### src/rtl/rsfix_pkg.sv
package rsfix_pkg;

  typedef enum logic [2:0] {
    S_IDLE, S_SCAN, S_RD0, S_RD1, S_WR0, S_WR1, S_DONE
  } fixPhase_t;

  typedef struct packed {
    logic load;
    logic nextRpt;
    logic capLo;
    logic capHi;
    logic bumpFix;
    logic useHi;
  } fixStrobe_t;

endpackage

### src/rtl/rsfix_dp.sv
module rsfix_dp
  import rsfix_pkg::*;
#(
  parameter int MAX_REPORTS  = 4,
  parameter int SECTOR_BYTES = 512,
  parameter int SYM_W        = 9,
  localparam int FIELD_W = 9,
  localparam int WIN_W   = 16,
  localparam int ADDR_W  = $clog2(SECTOR_BYTES + SECTOR_BYTES / 8),
  localparam int CNT_W   = $clog2(MAX_REPORTS + 1),
  localparam int PTR_W   = $clog2(MAX_REPORTS)
) (
  input  logic                    clk,
  input  logic                    rstN,
  input  fixStrobe_t              st,
  input  logic                    statusErr,
  input  logic                    statusUnc,
  input  logic [2:0]              statusCnt,
  input  logic [MAX_REPORTS*32-1:0] reportsIn,
  input  logic [7:0]              bufRdData,
  output logic [ADDR_W-1:0]       bufAddr,
  output logic [7:0]              bufWrData,
  output logic                    noWork,
  output logic                    rptValid,
  output logic                    lastRpt,
  output logic [CNT_W-1:0]        fixCount,
  output logic                    uncorr
);

  logic [FIELD_W-1:0] idxQ  [MAX_REPORTS];
  logic [SYM_W-1:0]   maskQ [MAX_REPORTS];
  logic [MAX_REPORTS-1:0] unusedRpt;

  logic             errQ, uncQ;
  logic [CNT_W-1:0] cntQ, cntClamp, fixQ;
  logic [PTR_W-1:0] ptrQ;
  logic [7:0]       loQ, hiQ;

  logic [FIELD_W:0]    symIdx;
  logic [ADDR_W-1:0]   baseAddr;
  logic [2:0]          bitOff;
  logic [WIN_W-1:0]    shifted;

  // latch the fields of every report word at start
  for (genvar g = 0; g < MAX_REPORTS; g++) begin : g_rpt
    always_ff @(posedge clk or negedge rstN) begin
      if (!rstN) begin
        idxQ[g]  <= '0;
        maskQ[g] <= '0;
      end else if (st.load) begin
        idxQ[g]  <= reportsIn[g*32+16 +: FIELD_W];
        maskQ[g] <= reportsIn[g*32 +: SYM_W];
      end
    end
    assign unusedRpt[g] = ^{reportsIn[g*32+25 +: 7], reportsIn[g*32+SYM_W +: 16-SYM_W]};
  end

  assign cntClamp = (int'(statusCnt) > MAX_REPORTS) ? CNT_W'(MAX_REPORTS) : CNT_W'(statusCnt);

  always_ff @(posedge clk or negedge rstN) begin
    if (!rstN) begin
      errQ <= 1'b0;
      uncQ <= 1'b0;
      cntQ <= '0;
      ptrQ <= '0;
      fixQ <= '0;
      loQ  <= '0;
      hiQ  <= '0;
    end else begin
      if (st.load) begin
        errQ <= statusErr;
        uncQ <= statusErr & statusUnc;
        cntQ <= cntClamp;
        ptrQ <= '0;
        fixQ <= '0;
      end
      if (st.nextRpt) ptrQ <= ptrQ + 1'b1;
      if (st.capLo)   loQ  <= bufRdData;
      if (st.capHi)   hiQ  <= bufRdData;
      if (st.bumpFix) fixQ <= fixQ + 1'b1;
    end
  end

  // 1-based index to 0-based; a zero field wraps high and fails the range test
  assign symIdx   = {1'b0, idxQ[ptrQ]} - 1'b1;
  assign rptValid = int'(symIdx) < SECTOR_BYTES;
  assign baseAddr = ADDR_W'(symIdx + (symIdx >> 3));
  assign bitOff   = symIdx[2:0];
  assign shifted  = {{(WIN_W-SYM_W){1'b0}}, maskQ[ptrQ]} << bitOff;

  assign bufAddr   = baseAddr + ADDR_W'(st.useHi);
  assign bufWrData = st.useHi ? (hiQ ^ shifted[15:8]) : (loQ ^ shifted[7:0]);

  assign noWork   = !errQ || uncQ || (cntQ == '0);
  assign lastRpt  = (CNT_W'(ptrQ) + CNT_W'(1)) == cntQ;
  assign fixCount = fixQ;
  assign uncorr   = uncQ;

  p_fix_bound_r4: assert property (@(posedge clk) disable iff (!rstN)
    int'(fixQ) <= int'(cntQ));

  p_ptr_bound_r4: assert property (@(posedge clk) disable iff (!rstN)
    st.nextRpt |-> !lastRpt);

endmodule

### src/rtl/rsfix_ctrl.sv
module rsfix_ctrl
  import rsfix_pkg::*;
(
  input  logic       clk,
  input  logic       rstN,
  input  logic       startIn,
  input  logic       decodeDone,
  input  logic       noWork,
  input  logic       rptValid,
  input  logic       lastRpt,
  output fixStrobe_t st,
  output logic       rdEn,
  output logic       wrEn,
  output logic       busy,
  output logic       donePulse
);

  fixPhase_t phaseQ, phaseD;

  always_ff @(posedge clk or negedge rstN) begin
    if (!rstN) phaseQ <= S_IDLE;
    else       phaseQ <= phaseD;
  end

  always_comb begin
    phaseD    = phaseQ;
    st        = '0;
    rdEn      = 1'b0;
    wrEn      = 1'b0;
    donePulse = 1'b0;
    unique case (phaseQ)
      S_IDLE: if (startIn && decodeDone) begin
        st.load = 1'b1;
        phaseD  = S_SCAN;
      end
      S_SCAN: begin
        if (noWork)        phaseD = S_DONE;
        else if (rptValid) phaseD = S_RD0;
        else if (lastRpt)  phaseD = S_DONE;
        else               st.nextRpt = 1'b1;
      end
      S_RD0: begin
        rdEn   = 1'b1;
        phaseD = S_RD1;
      end
      S_RD1: begin
        rdEn     = 1'b1;
        st.useHi = 1'b1;
        st.capLo = 1'b1;
        phaseD   = S_WR0;
      end
      S_WR0: begin
        wrEn     = 1'b1;
        st.capHi = 1'b1;
        phaseD   = S_WR1;
      end
      S_WR1: begin
        wrEn       = 1'b1;
        st.useHi   = 1'b1;
        st.bumpFix = 1'b1;
        if (lastRpt) phaseD = S_DONE;
        else begin
          st.nextRpt = 1'b1;
          phaseD     = S_SCAN;
        end
      end
      S_DONE: begin
        donePulse = 1'b1;
        phaseD    = S_IDLE;
      end
      default: phaseD = S_IDLE;
    endcase
  end

  assign busy = phaseQ != S_IDLE;

  p_rd_wr_excl_r7: assert property (@(posedge clk) disable iff (!rstN)
    !(rdEn && wrEn));

  p_write_after_read_r7: assert property (@(posedge clk) disable iff (!rstN)
    (wrEn && !$past(wrEn)) |-> $past(rdEn));

  p_done_idle_r9: assert property (@(posedge clk) disable iff (!rstN)
    donePulse |=> !busy);

endmodule

### src/rtl/rs_symbol_fixer.sv
module rs_symbol_fixer
  import rsfix_pkg::*;
#(
  parameter int MAX_REPORTS  = 4,
  parameter int SECTOR_BYTES = 512,
  localparam int ADDR_W = $clog2(SECTOR_BYTES + SECTOR_BYTES / 8),
  localparam int CNT_W  = $clog2(MAX_REPORTS + 1)
) (
  input  logic                      clk,
  input  logic                      rstN,
  input  logic                      startIn,
  input  logic [31:0]               statusIn,
  input  logic [MAX_REPORTS*32-1:0] reportsIn,
  input  logic [7:0]                bufRdData,
  output logic [ADDR_W-1:0]         bufAddr,
  output logic                      bufRdEn,
  output logic                      bufWrEn,
  output logic [7:0]                bufWrData,
  output logic                      busyOut,
  output logic                      donePulse,
  output logic [CNT_W-1:0]          fixCount,
  output logic                      uncorrOut
);

  fixStrobe_t strobe;
  logic noWork, rptValid, lastRpt;
  logic unusedStatus;

  assign unusedStatus = ^{statusIn[28:4], statusIn[2]};

  rsfix_ctrl ctrl_i (
    .clk       (clk),
    .rstN      (rstN),
    .startIn   (startIn),
    .decodeDone(statusIn[3]),
    .noWork    (noWork),
    .rptValid  (rptValid),
    .lastRpt   (lastRpt),
    .st        (strobe),
    .rdEn      (bufRdEn),
    .wrEn      (bufWrEn),
    .busy      (busyOut),
    .donePulse (donePulse)
  );

  rsfix_dp #(
    .MAX_REPORTS (MAX_REPORTS),
    .SECTOR_BYTES(SECTOR_BYTES)
  ) dp_i (
    .clk      (clk),
    .rstN     (rstN),
    .st       (strobe),
    .statusErr(statusIn[0]),
    .statusUnc(statusIn[1]),
    .statusCnt(statusIn[31:29]),
    .reportsIn(reportsIn),
    .bufRdData(bufRdData),
    .bufAddr  (bufAddr),
    .bufWrData(bufWrData),
    .noWork   (noWork),
    .rptValid (rptValid),
    .lastRpt  (lastRpt),
    .fixCount (fixCount),
    .uncorr   (uncorrOut)
  );

  p_addr_range_r6: assert property (@(posedge clk) disable iff (!rstN)
    (bufRdEn || bufWrEn) |-> (int'(bufAddr) < SECTOR_BYTES + SECTOR_BYTES / 8));

  p_uncorr_nofix_r3: assert property (@(posedge clk) disable iff (!rstN)
    (donePulse && uncorrOut) |-> (fixCount == '0));

  p_busy_latched_r10: assert property (@(posedge clk) disable iff (!rstN)
    (busyOut && !donePulse) |=> $stable(uncorrOut));

  p_fix_limit_r4: assert property (@(posedge clk) disable iff (!rstN)
    int'(fixCount) <= MAX_REPORTS);

endmodule

### config.mk
export PLATFORM = sky130hd
export DESIGN_NAME = rs_symbol_fixer
export DESIGN_NICKNAME = d
export VERILOG_FILES = /design/src/rtl/rsfix_pkg.sv /design/src/rtl/rsfix_dp.sv /design/src/rtl/rsfix_ctrl.sv /design/src/rtl/rs_symbol_fixer.sv
export SDC_FILE = /design/constraint.sdc
export NUM_CORES = 1
export LEC_CHECK = 0
export ABC_AREA = 1
export BUFFER_PORTS_ARGS = -buffer_cell sky130_fd_sc_hd__buf_2
export CAP_MARGIN = 20
export CELL_PAD_IN_SITES_DETAIL_PLACEMENT = 1
export CELL_PAD_IN_SITES_GLOBAL_PLACEMENT = 1
export CORE_MARGIN = 2
export CORE_UTILIZATION = 40
export CTS_BUF_LIST = sky130_fd_sc_hd__clkbuf_8
export CTS_CLUSTER_SIZE = 8
export DETAILED_ROUTE_END_ITERATION = 8
export PLACE_DENSITY = 0.86
export SETUP_SLACK_MARGIN = 0.2
export SLEW_MARGIN = 5
export SYNTH_ARGS = -nofsm -noshare
export SYNTH_HDL_FRONTEND = slang
export SYNTH_HIERARCHICAL = 1
export SYNTH_SLANG_ARGS = --single-unit
### constraint.sdc
create_clock -name clk -period 5.2 [get_ports clk]
set_clock_uncertainty 0.1 [all_clocks]
set_input_delay 0.26 -clock clk [delete_from_list [all_inputs] [get_ports clk]]
set_output_delay 0.26 -clock clk [all_outputs]
set_load 0.02 [all_outputs]
==> flow_summary.ini <==
[route]
m1WireLength_mm = 8.22
drt-initial-drc-count = 278
route.met2.wl_mm = 9.71
vias = 5876
top_layer = met4
drt_wl_total_mm = 19.0
wl_met3_um = 780
dr.pass1.iters = 5
drc = 0
ant_nets = 0
viasPerCell = 5.07
wl_per_cell_um = 16.4

[floorplanning]
initial_utilization_pct = 40.9
fp.dieW_um = 126
num_rows = 44
core-area_sq_um = 14500
boundaryPins = 197
fp.dieH_um = 126
die_area_sq_um = 15900

[yosys]
yosys_register_bits = 101
ys_seq_area_share_pct = 42.5
async_reset_ff_share_pct = 100
synth_top_area_share_pct = 42.5
netlist_area_sq_um = 5950
synth.largest_area_cell = dfrtp_1
synth_edf_count = 0
yosys-top-cells-count = nand2_1 (337), dfrtp_1 (101), o21ai_0 (52)
synth.avg_cell_area_sq_um = 7.47
synthTopCellsByArea = dfrtp_1 (42%), nand2_1 (21%), o21ai_0 (4.4%), nand3_1 (3.0%), inv_1 (3.0%)
ys.flop_type = dfrtp_1
ys_types = 40
syn-num-nets = 976
yosys.cell_count.top_type = nand2_1
synth_warnings = 6
synthCells = 796

[placed_design]
dp_slack_ns = 1.36
portBuffers = 114
dp_hpwl_mm = 11.6
gp_congestion = 0.848

[finish]
antenna_cells = 0
area_delta_synth_final_pct = 28.2
final_nets = 1151
drive_above_1_share_pct = 21.4

[global_route]
antenna_found_initial = 0
grt_start_max_net_pins = 93
track_usage_pct = 24.4
grt_pass1_wl_mm = 30.9
overflow = 0
grt_pass1_vias = 6059

[clocking]
clock_latency_ns = 0.40
clockBufferDepth = 2
cts_tree = yes
cts.clk_slew.worst_paths_ns = 0.10
cts-resized-gates = 0
cts-root-buf = clkbuf_8
h-tree-depth = 3
cts.hold.buffers_added = 81
post-cts-setup-buffer-count = 0
cts.sinks = 101
cts_buffers = 9

[sta]
layout_setup_ws_ns = 0.955
tightest_slew_ns = 0.898
setup_viol = 0
post-route-period-util_pct = 81.6
relSlewSlack_pct = 40.1
min_period_ns = 4.24
final_max_slew_viol_count = 0
max_freq_mhz = 236
fin_setup_tns_ns = 0
hold_violations = 0
rsz0062_at_grt = no

[worst_hold_path]
hold_path_class = in -> reg

[critical_path]
critPathLaunchType = flop
worstRegToRegCells = 16
worstPathMaxFanout = 21
crit_end = bufAddr[9]
crit_required_ns = 4.84
worstReg2RegEnd = dp_i/ptrQ[1]$_DFFE_PN0P_
timing.rr.start = dp_i/ptrQ[1]$_DFFE_PN0P_
critPathLaunch = dp_i/ptrQ[1]$_DFFE_PN0P_
crit_type = reg -> out
critPathArrivalTime_ns = 3.88
r2r_setup_slack_ns = 2.05
endpoint_kind = output port

[job]
maxCapViolations = 0

[status]
outcome = finished, final reports clean

[power]
power.leakage_nw = 3.98
p_per_area_nw_per_um2 = 851
vdd_drop_max_mv = 0.370
## area by class of cell
cell class | instances | area [sq um]
Fill cell | 1839 | 6910
Multi-Input combinational cell | 600 | 3010
Sequential cell | 101 | 2530
Timing Repair Buffer | 200 | 1430
Tap cell | 184 | 230
Inverter | 59 | 228
Clock buffer | 9 | 124
Clock inverter | 7 | 72.6
## report_power, final
group	switching (mW)	total [mW]	leakage, nW	internal (mW)
Combinational	3.08	4.60	2.61	1.52
Clock	0.304	0.530	0.107	0.226
Sequential	0.216	1.36	1.26	1.15
## critical path: stages, from the launching register on
cell	delay (ns)
dfrtp_1	0.35
buf_4	0.28
clkinv_2	0.35
nand3_1	0.25
nand2_4	0.15
ha_1	0.31
inv_1	0.17
nor2_8	0.06
xnor2_1	0.38
ha_1	0.33
a21o_1	0.17
nand2_1	0.07
nand2_2	0.06
nand2_1	0.07
nand2_2	0.07
nand2_2	0.08
nand2_2	0.06
nand3_2	0.05
nand2_1	0.05
buf_2	0.16
## flip-flops by register name, summed over array words and instances, names as in the netlist, 2 cells and up
name / count
dp_i/hiQ: 8
dp_i/maskQ: 36
dp_i/loQ: 8
dp_i/cntQ: 3
dp_i/fixCount: 3
ctrl_i/phaseQ: 3
dp_i/ptrQ: 2
dp_i/idxQ: 36
## cells in the final DEF, fill, tap and decap left out, drive strengths merged, types with 3 or more instances in the layout
master	n
nand2	365
buf	119
dfrtp	101
dlygate4sd3	81
inv	62
o21ai	57
nand3	48
nor2	38
a21oi	25
clkbuf	9
o22ai	9
mux2	9
xor2	9
nor3	7
ha	7
a31oi	6
nand4	4
a22o	4
clkinv	3
xnor2	3
## kinds of logic after synthesis
family	after synthesis	share of synthesized area (%)
mux	10	1.87
buf+inv	95	7.00
simple gates	463	34.3
flops	101	42.5
fa+ha+maj	9	2.15
xor+xnor	12	2.08
compound gates	106	10.1
## worst min path at each step
stage | end | startpoint | depth (start not counted) | slack, ns
after floorplan | ctrl_i/phaseQ[0]$_DFFE_PN0P_ | rstN | 0 | -0.14
after global placement | dp_i/fixCount[1]$_DFFE_PN0P_ | rstN | 1 | 0.25
after detailed placement | dp_i/fixCount[0]$_DFFE_PN0P_ | rstN | 1 | 0.25
after CTS | dp_i/maskQ[32]$_DFFE_PN0P_ | reportsIn[5] | 3 | 0.00007
after global routing | dp_i/cntQ[0]$_DFFE_PN0P_ | statusIn[29] | 2 | 0.01
final | dp_i/cntQ[0]$_DFFE_PN0P_ | statusIn[29] | 2 | 0.02
## routing by layer
| metal | track usage, % | up-vias |
|---|---|---|
| met3 | 3.78 | 22 |
| met2 | 43.2 | 133 |
| met5 | 0 | - |
| met4 | 6.66 | 0 |
| met1 | 31.1 | 2845 |
| li1 | - | 2876 |
## per-stage QoR
step / total power, mW / hold WS (ns) / utilization [%] / cell area, sq um / instances
finish: 6.49 / 0.0168 / 52.5 / 7630 / 1160
global route: 7.11 / 0.0121 / 52.5 / 7630 / 1160
CTS: 6.50 / 0.0000701 / 52.3 / 7610 / 1159
detailed placement: 5.90 / 0.245 / 45.4 / 6600 / 1062
global placement: 5.74 / 0.245 / 45.4 / 6600 / 1062
floorplan: 4.76 / -0.136 / - / 5950 / 796
Power figures use the tool's default switching activity.
